**config.mk**
```make
export PLATFORM = sky130hd
export DESIGN_NAME = gated_oneshot
export DESIGN_NICKNAME = d
export VERILOG_FILES = /design/src/rtl/oneshot_pkg.sv /design/src/rtl/oneshot_sync.sv /design/src/rtl/oneshot_edge.sv /design/src/rtl/oneshot_timer.sv /design/src/rtl/gated_oneshot.sv
export SDC_FILE = /design/constraint.sdc
export NUM_CORES = 1
export LEC_CHECK = 0
export ABC_AREA = 0
export BUFFER_PORTS_ARGS = -buffer_cell sky130_fd_sc_hd__buf_4
export CAP_MARGIN = 10
export CORE_MARGIN = 4
export CORE_UTILIZATION = 60
export CTS_CLUSTER_SIZE = 30
export DETAILED_ROUTE_END_ITERATION = 8
export MAX_ROUTING_LAYER = met4
export PLACE_DENSITY_LB_ADDON = 0.15
export SETUP_SLACK_MARGIN = 0.1
export SLEW_MARGIN = 5
export SYNTH_ARGS = -nofsm -noshare
export SYNTH_HDL_FRONTEND = slang
export SYNTH_HIERARCHICAL = 1
export SYNTH_SLANG_ARGS = --single-unit
```
**constraint.sdc**
```tcl
create_clock -name clk_i -period 17.7 [get_ports clk_i]
set_input_delay 3.54 -clock clk_i [delete_from_list [all_inputs] [get_ports clk_i]]
set_output_delay 3.54 -clock clk_i [all_outputs]
set_load 0.01 [all_outputs]
```
**src/rtl/oneshot_pkg.sv**
```systemverilog
package oneshot_pkg;

  // Synchronized view of the three control inputs.
  typedef struct packed {
    logic trig_n;   // falling-edge trigger, low level enables the rising one
    logic trig_p;   // rising-edge trigger, high level enables the falling one
    logic clear_n;  // active-low override
  } ctl_in_t;

  // Idle levels: nothing armed, clear released.
  localparam ctl_in_t CTL_IDLE = '{trig_n: 1'b1, trig_p: 1'b0, clear_n: 1'b1};

  // Minimum retrigger spacing: ceil(dur * pct / 100).
  function automatic int unsigned guard_of(input int unsigned dur, input int unsigned pct);
    return (dur * pct + 99) / 100;
  endfunction

endpackage

```
**src/rtl/oneshot_sync.sv**
```systemverilog
module oneshot_sync #(
  parameter int          W      = 3,
  parameter logic [W-1:0] INIT  = '0
) (
  input  logic         clk,
  input  logic [W-1:0] d,
  output logic [W-1:0] q
);
  // Two-flop chain per bit. The flops are deliberately not reset, and
  // they power up at the idle level.
  for (genvar i = 0; i < W; i++) begin : g_bit
    logic s1 = INIT[i];
    logic s2 = INIT[i];
    always_ff @(posedge clk) begin
      s1 <= d[i];
      s2 <= s1;
    end
    assign q[i] = s2;
  end
endmodule

```
**src/rtl/oneshot_edge.sv**
```systemverilog
module oneshot_edge
  import oneshot_pkg::*;
(
  input  logic    clk,
  input  ctl_in_t cur,
  output logic    fire
);
  ctl_in_t prev = CTL_IDLE;

  // prev always tracks cur, so inputs held steady through reset leave no edge.
  always_ff @(posedge clk) prev <= cur;

  logic p_rise, n_fall, c_rise, gated_on;

  assign gated_on = ~cur.trig_n & cur.trig_p;
  assign p_rise   = cur.trig_p & ~prev.trig_p & ~cur.trig_n;
  assign n_fall   = ~cur.trig_n & prev.trig_n & cur.trig_p;
  assign c_rise   = cur.clear_n & ~prev.clear_n & gated_on;

  assign fire = cur.clear_n & (p_rise | n_fall | c_rise);
endmodule

```
**src/rtl/oneshot_timer.sv**
```systemverilog
module oneshot_timer
  import oneshot_pkg::*;
#(
  parameter int DUR_W     = 16,
  parameter int GUARD_PCT = 30
) (
  input  logic             clk,
  input  logic             rst,
  input  logic             fire,
  input  logic             clear_n,
  input  logic [DUR_W-1:0] dur,
  output logic             accept,
  output logic             pulse,
  output logic             pulse_n
);
  localparam logic [DUR_W-1:0] ONE  = DUR_W'(1);
  localparam logic [DUR_W-1:0] VMAX = '1;

  logic [DUR_W-1:0] cnt_r   = '0;
  logic [DUR_W-1:0] age_r   = '0;
  logic [DUR_W-1:0] guard_r = '0;
  logic             pulse_r   = 1'b0;
  logic             pulse_n_r = 1'b1;

  logic [DUR_W-1:0] dur_eff, guard_new;

  assign dur_eff   = (dur == '0) ? ONE : dur;
  assign guard_new = DUR_W'(guard_of(32'(dur_eff), GUARD_PCT));
  assign accept    = fire & clear_n & (~pulse_r | (age_r >= guard_r));

  always_ff @(posedge clk) begin
    if (rst || !clear_n) begin
      pulse_r   <= 1'b0;
      pulse_n_r <= 1'b1;
      cnt_r     <= '0;
      age_r     <= '0;
    end else if (accept) begin
      pulse_r   <= 1'b1;
      pulse_n_r <= 1'b0;
      cnt_r     <= dur_eff - ONE;
      guard_r   <= guard_new;
      age_r     <= ONE;
    end else if (pulse_r) begin
      if (age_r != VMAX) age_r <= age_r + ONE;
      if (cnt_r == '0) begin
        pulse_r   <= 1'b0;
        pulse_n_r <= 1'b1;
      end else begin
        cnt_r <= cnt_r - ONE;
      end
    end
  end

  assign pulse   = pulse_r;
  assign pulse_n = pulse_n_r;
endmodule

```
**src/rtl/gated_oneshot.sv**
```systemverilog
module gated_oneshot
  import oneshot_pkg::*;
#(
  parameter int DUR_W     = 16,
  parameter int GUARD_PCT = 30
) (
  input  logic             clk_i,
  input  logic             rst_i,
  input  logic             trig_n_i,
  input  logic             trig_p_i,
  input  logic             clear_n_i,
  input  logic [DUR_W-1:0] dur_i,
  output logic             pulse_o,
  output logic             pulse_n_o
);
  localparam int NCTL = $bits(ctl_in_t);

  ctl_in_t raw_in, sync_in;
  logic    fire, accept, clear_s;

  assign raw_in = '{trig_n: trig_n_i, trig_p: trig_p_i, clear_n: clear_n_i};

  oneshot_sync #(.W(NCTL), .INIT(CTL_IDLE)) sync_i (
    .clk (clk_i),
    .d   (raw_in),
    .q   (sync_in)
  );

  oneshot_edge edge_i (
    .clk  (clk_i),
    .cur  (sync_in),
    .fire (fire)
  );

  assign clear_s = sync_in.clear_n;

  oneshot_timer #(.DUR_W(DUR_W), .GUARD_PCT(GUARD_PCT)) timer_i (
    .clk     (clk_i),
    .rst     (rst_i),
    .fire    (fire),
    .clear_n (clear_s),
    .dur     (dur_i),
    .accept  (accept),
    .pulse   (pulse_o),
    .pulse_n (pulse_n_o)
  );
endmodule

```
Word-level counts from Yosys, hierarchy flattened

Cells that the tools add are included.

Input bits: 21
Output and inout port bits: 2
Logic and storage cells: 68
Flip-flop bits (word level): 59

Add/subtract/negate cells: 4
Divide/modulo/power cells: 1
Equality and inequality tests: 2
Order comparisons: 1
Muxes and demuxes: 13
Bitwise logic cells: 18
Reduce and logical (&&, ||, !) cells: 13
$mul: 1

Operators with widths:

| kind                                                                  | count |
|---|---|
| 16-bit two-way mux                                                    | 4 |
| 32-bit by 7-bit divider with 32-bit output (second input constant)    | 1 |
| 16-bit zero test                                                      | 2 |
| 16-bit by 1-bit subtractor with 16-bit output (second input constant) | 2 |
| 21-bit by 7-bit adder with 22-bit output (second input constant)      | 1 |
| 16-bit by 4-bit multiplier with 20-bit output (second input constant) | 1 |
| 16-bit by 1-bit adder with 16-bit output (second input constant)      | 1 |
| 16-bit >= comparator                                                  | 1 |
| 16-bit inequality test (second input constant)                        | 1 |
| 1-bit AND                                                             | 10 |
| 2-bit AND reduction                                                   | 5 |
| 1-bit two-way mux                                                     | 9 |
| 2-bit nonzero test                                                    | 3 |
| 1-bit NOT                                                             | 5 |
| 1-bit OR                                                              | 3 |
| 2-bit inequality test (second input constant)                         | 1 |
| 2-bit OR reduction                                                    | 1 |
| 1-bit zero test                                                       | 1 |
| 1-bit logical OR                                                      | 1 |

Logic depth before layout (Yosys ltp)

Word-level depth: 10
Gate-level depth with buffers: 61
Depth with buffers taken out: 57

Hierarchy

The synthesis kept the hierarchy.

By module, submodules not included:

| module        | area an instance (µm²) | cells an instance | instances | sequential area each (µm²) |
|---|---|---|---|---|
| oneshot_timer | 8,811.0                | 1,175             | 1         | 1,161.1 |
| oneshot_sync  | 142.6                  | 9                 | 1         | 120.1 |
| oneshot_edge  | 82.6                   | 6                 | 1         | 60.1 |

Least setup slack after synthesis

Ideal clock, no wire load.

Path kind: input to register
Start: input port dur_i[5]
End: register timer_i.guard_r[0], data pin
Setup slack: 1.316 ns
Setup time: 0.162 ns
Data required time: 17.538 ns
Stages: 55
Path buffers: 4
Arrival: 16.222 ns
Path through: clkbuf_1 nor4b_1 nand4_1 and2_1 clkbuf_1 mux2_2 ha_1 inv_1 fa_1 inv_1 ha_1 buf_4 a21oi_1 nand2_1 o311a_1 nor4_4 and2_1 nand3_1 (+19 left out) mux2i_1 nor3_2 mux2_2 and3_1 o31ai_1 o31ai_2 o221ai_2 nand2_2 a221o_1 nand2_1 mux2_2 a211o_1 or3_1 a211oi_1 o21bai_1 a21oi_1 o221ai_1 o2111ai_1

Cells in the longest elaborated chain, start to end: 5

RTL lines:

| item                                            | RTL line            | RTL |
|---|---|---|
| start, declared                                 | gated_oneshot.sv:12 | `input logic [DUR_W-1:0] dur_i,` |
| 16-bit zero test                                | oneshot_timer.sv:27 | `assign dur_eff = (dur == '0) ? ONE : dur;` |
| 16-bit two-way mux *                            | oneshot_timer.sv:27 |  |
| 16-bit by 4-bit multiplier with 20-bit output * | oneshot_pkg.sv:15   | `return (dur * pct + 99) / 100;` |
| 21-bit by 7-bit adder with 22-bit output *      | oneshot_pkg.sv:15   |  |
| 32-bit by 7-bit divider with 32-bit output *    | oneshot_pkg.sv:15   |  |
| via timer_i.guard_new[0]                        | oneshot_timer.sv:25 | `logic [DUR_W-1:0] dur_eff, guard_new;` |
| end signal, assigned                            | oneshot_timer.sv:41 | `guard_r <= guard_new;` |
| end, declared                                   | oneshot_timer.sv:21 | `logic [DUR_W-1:0] guard_r = '0;` |

The timed path passes the listed nets; every way through them passes the cells marked *.
A chain may end at the register's enable or synchronous reset.

Worst setup path in the final report

Start: input port dur_i[14]
End: register timer_i.guard_r[0], data pin

The elaborated chain is that of the path after synthesis.

==> results.toml <==
[status]
status = "complete, no violations"

[yosys]
avgSynthCellArea_um2 = 7.59
yosys-top-cells-area = "dfxtp_1 (9.5%), ha_1 (7.6%), edfxtp_1 (5.3%)"
synthAdderAreaFrac_pct = 11.8
yosysMostFrequentCell = "nor2_1"
ys_seq_area_share_pct = 14.8
synth_top_area_share_pct = 9.53
synth_mux_area_share_pct = 4.64
synthTopCellsByCount = "nor2_1 (118), nand2_1 (103), inv_1 (86), a21oi_1 (79), o21ai_0 (59)"
yosys_warnings = 6
yosys.area_share.simple_pct = 25.3
ys_ff_latch = 59
synth_top_cell_by_area = "dfxtp_1"
synth_xor_area_share_pct = 7.63
synth_cells = 1190
async_flop_share_pct = 0
synth_top_family_by_area = "compound AO/OA/AOI/OAI gates"
synth.distinct_cells = 115
synth_nets = 1284
synthFlopType = "dfxtp_1"
synth_area_um2 = 9040
synth-compound-area-share_pct = 29.6
synth-edff-count = 16

[die]
die_h_um = 131
boundaryPins = 23
core_um2 = 14600
start_util_pct = 61.7
die_x_um = 131
die_area_um2 = 17100
rows = 44

[grt]
grt_max_degree = 43
grt_pass1_wl_um = 38700
antenna_found_initial = 0
track_usage_pct = 27.8
first_global_vias = 8211
gr-total-overflow = 0

[worst_setup_path]
max_stage_delay_ns = 0.55
r2r_cells = 34
arrival_ns = 17.27
slowest_stage = "fa_1"
crit_fanout = 9
critical_path_required_ns = 17.87
worstSetupStartpointType = "input port"
worstSetupPathType = "in2reg"
worst_setup_path_end_kind = "flop"
crit_path_frequent_cell = "inv_1"

[flow_run]
cap_violations = 0

[clock_network]
cts_tree = "done"
ctsHoldBuffers = 0
numCtsBuffers = 9
insertion_delay_ns = 0.33
cts_max_level = 3
clock_sinks = 59
clockBufferDepth = 2
clockRootBuffer = "clkbuf_16"
cts.clk_slew.worst_paths_ns = 0.06

[timing]
slew_headroom_pct = 33.8
min_period_ns = 17.10
drv_slew = 0
hold_viol_final = 0
clock_skew_ns = 0.00501
tightestPinTransition_ns = 0.985
max_freq_ghz = 0.0585
post-route-period-util_pct = 96.6
finalSetupViolations = 0

[layout]
post_route_cells_drive_above_1_share_pct = 19.1
fin_area_um2 = 10400
nFillCells = 1204
diodes = 0
syn_to_final_growth_pct = 14.9
nNetsFinal = 1328

[placed_design]
numPortBuffers = 22
place_area_um2 = 9480
hpwlAfterDp_um = 18100
gp_routability_congestion = 0.929

[min_path]
hp-class = "reg2reg"
hold_path_depth = 0

[detailed_routing]
drt.antenna.violating_nets = 0
viasPerCell = 6.40
first_pass_iters = 8
routed_wl_um = 24000
vias = 9101
route.detailed.drc = 0
wire_per_inst_um = 16.9
dr.first_iter.drc_count = 640
==> layer usage <==
layer | part of all wire [%] | vias up | track usage [%]
li1 | - | 4476 | -
met2 | 47 | 308 | 44.1
met1 | 45 | 4278 | 37.8
met5 | 0 | - | -
met3 | 5.9 | 39 | 3.58
met4 | 1.5 | 0 | 6.59
==> placed cells by master (no fill, tap or decap), types with 20 or more instances in the layout <==
cell type,instances
xnor2_1,50
xor2_1,21
nor3_1,39
inv_1,86
and2_1,20
dfxtp_1,43
buf_4,79
nor2_1,115
nand3_1,31
o21ai_0,54
nand2_1,102
a21oi_1,77
ha_1,52
o211ai_1,28
==> metrics by stage <==
stage,std cells,setup TNS [ns],setup WS (ns),hold slack (ns),util [%]
floorplan,1190,0,1.32,0.310,-
global placement,1384,0,0.187,0.313,64.8
detailed placement,1384,-0.0917,-0.0917,0.316,64.8
CTS,1400,0,0.194,0.330,66.7
global route,1423,-0.0569,-0.0569,0.337,70.9
finish,1423,0,0.596,0.330,70.9
==> layout make-up <==
cell class              count  area, um2  share of cell area (%)
flip-flops and latches     59       1340                    12.9
inverters                  89        337                    3.24
repair buffers             79        593                    5.71
clock buffers               9        225                    2.17
multi-input cells         996       7590                    73.2
clock inverters             7       60.1                   0.579
well taps                 184        230                    2.22
==> path summary, 6_finish.rpt <==
| check | from | to | slack (ns) |
|---|---|---|---|
| setup / recovery | dur_i[14] | timer_i/guard_r[0]$_DFFE_PP_ | 0.60 |
| hold / removal | sync_i/g_bit[2].s1$_DFF_P_ | sync_i/g_bit[2].s2$_DFF_P_ | 0.33 |
| setup reg to reg | timer_i/age_r[0]$_SDFFE_PP0P_ | timer_i/cnt_r[15]$_SDFFE_PP0P_ | 11.81 |
| hold reg to reg | sync_i/g_bit[2].s1$_DFF_P_ | sync_i/g_bit[2].s2$_DFF_P_ | 0.33 |
==> cell families (layout without fill, tap and decap cells) <==
kind of cell / Yosys count / count (layout)
compound gates: 363 / 363
xor+xnor: 77 / 77
fa+ha+maj: 75 / 75
buf+inv: 135 / 184
flops: 59 / 59
mux: 38 / 38
simple gates: 443 / 443
==> sequential cells by signal, summed over array words and instances (netlist names) <==
register,count
edge_i/prev,3
timer_i/cnt_r,16
sync_i/g_bit.s1,3
timer_i/age_r,16
timer_i/pulse_n,1
timer_i/guard_r,16
sync_i/g_bit.s2,3
timer_i/pulse,1
==> worst max-delay path, delay by kind of cell <==
kind	cells	cell delay, ns
fa+ha+maj	4	1.59
simple gates	20	4.34
xor+xnor	1	0.36
mux	5	1.70
buf+inv	7	0.79
compound gates	19	4.94
==> what timing repair did <==
action | in CTS | in global routing
endpoints found under the hold margin | 0 | 0
endpoints found under the setup margin | 0 | 3
resized for setup | 0 | 82
setup buffers | 0 | 23
Power is left out: the tool's default activity adds up to more than one toggle a clock period on the data nets, which glitch-free logic cannot reach.
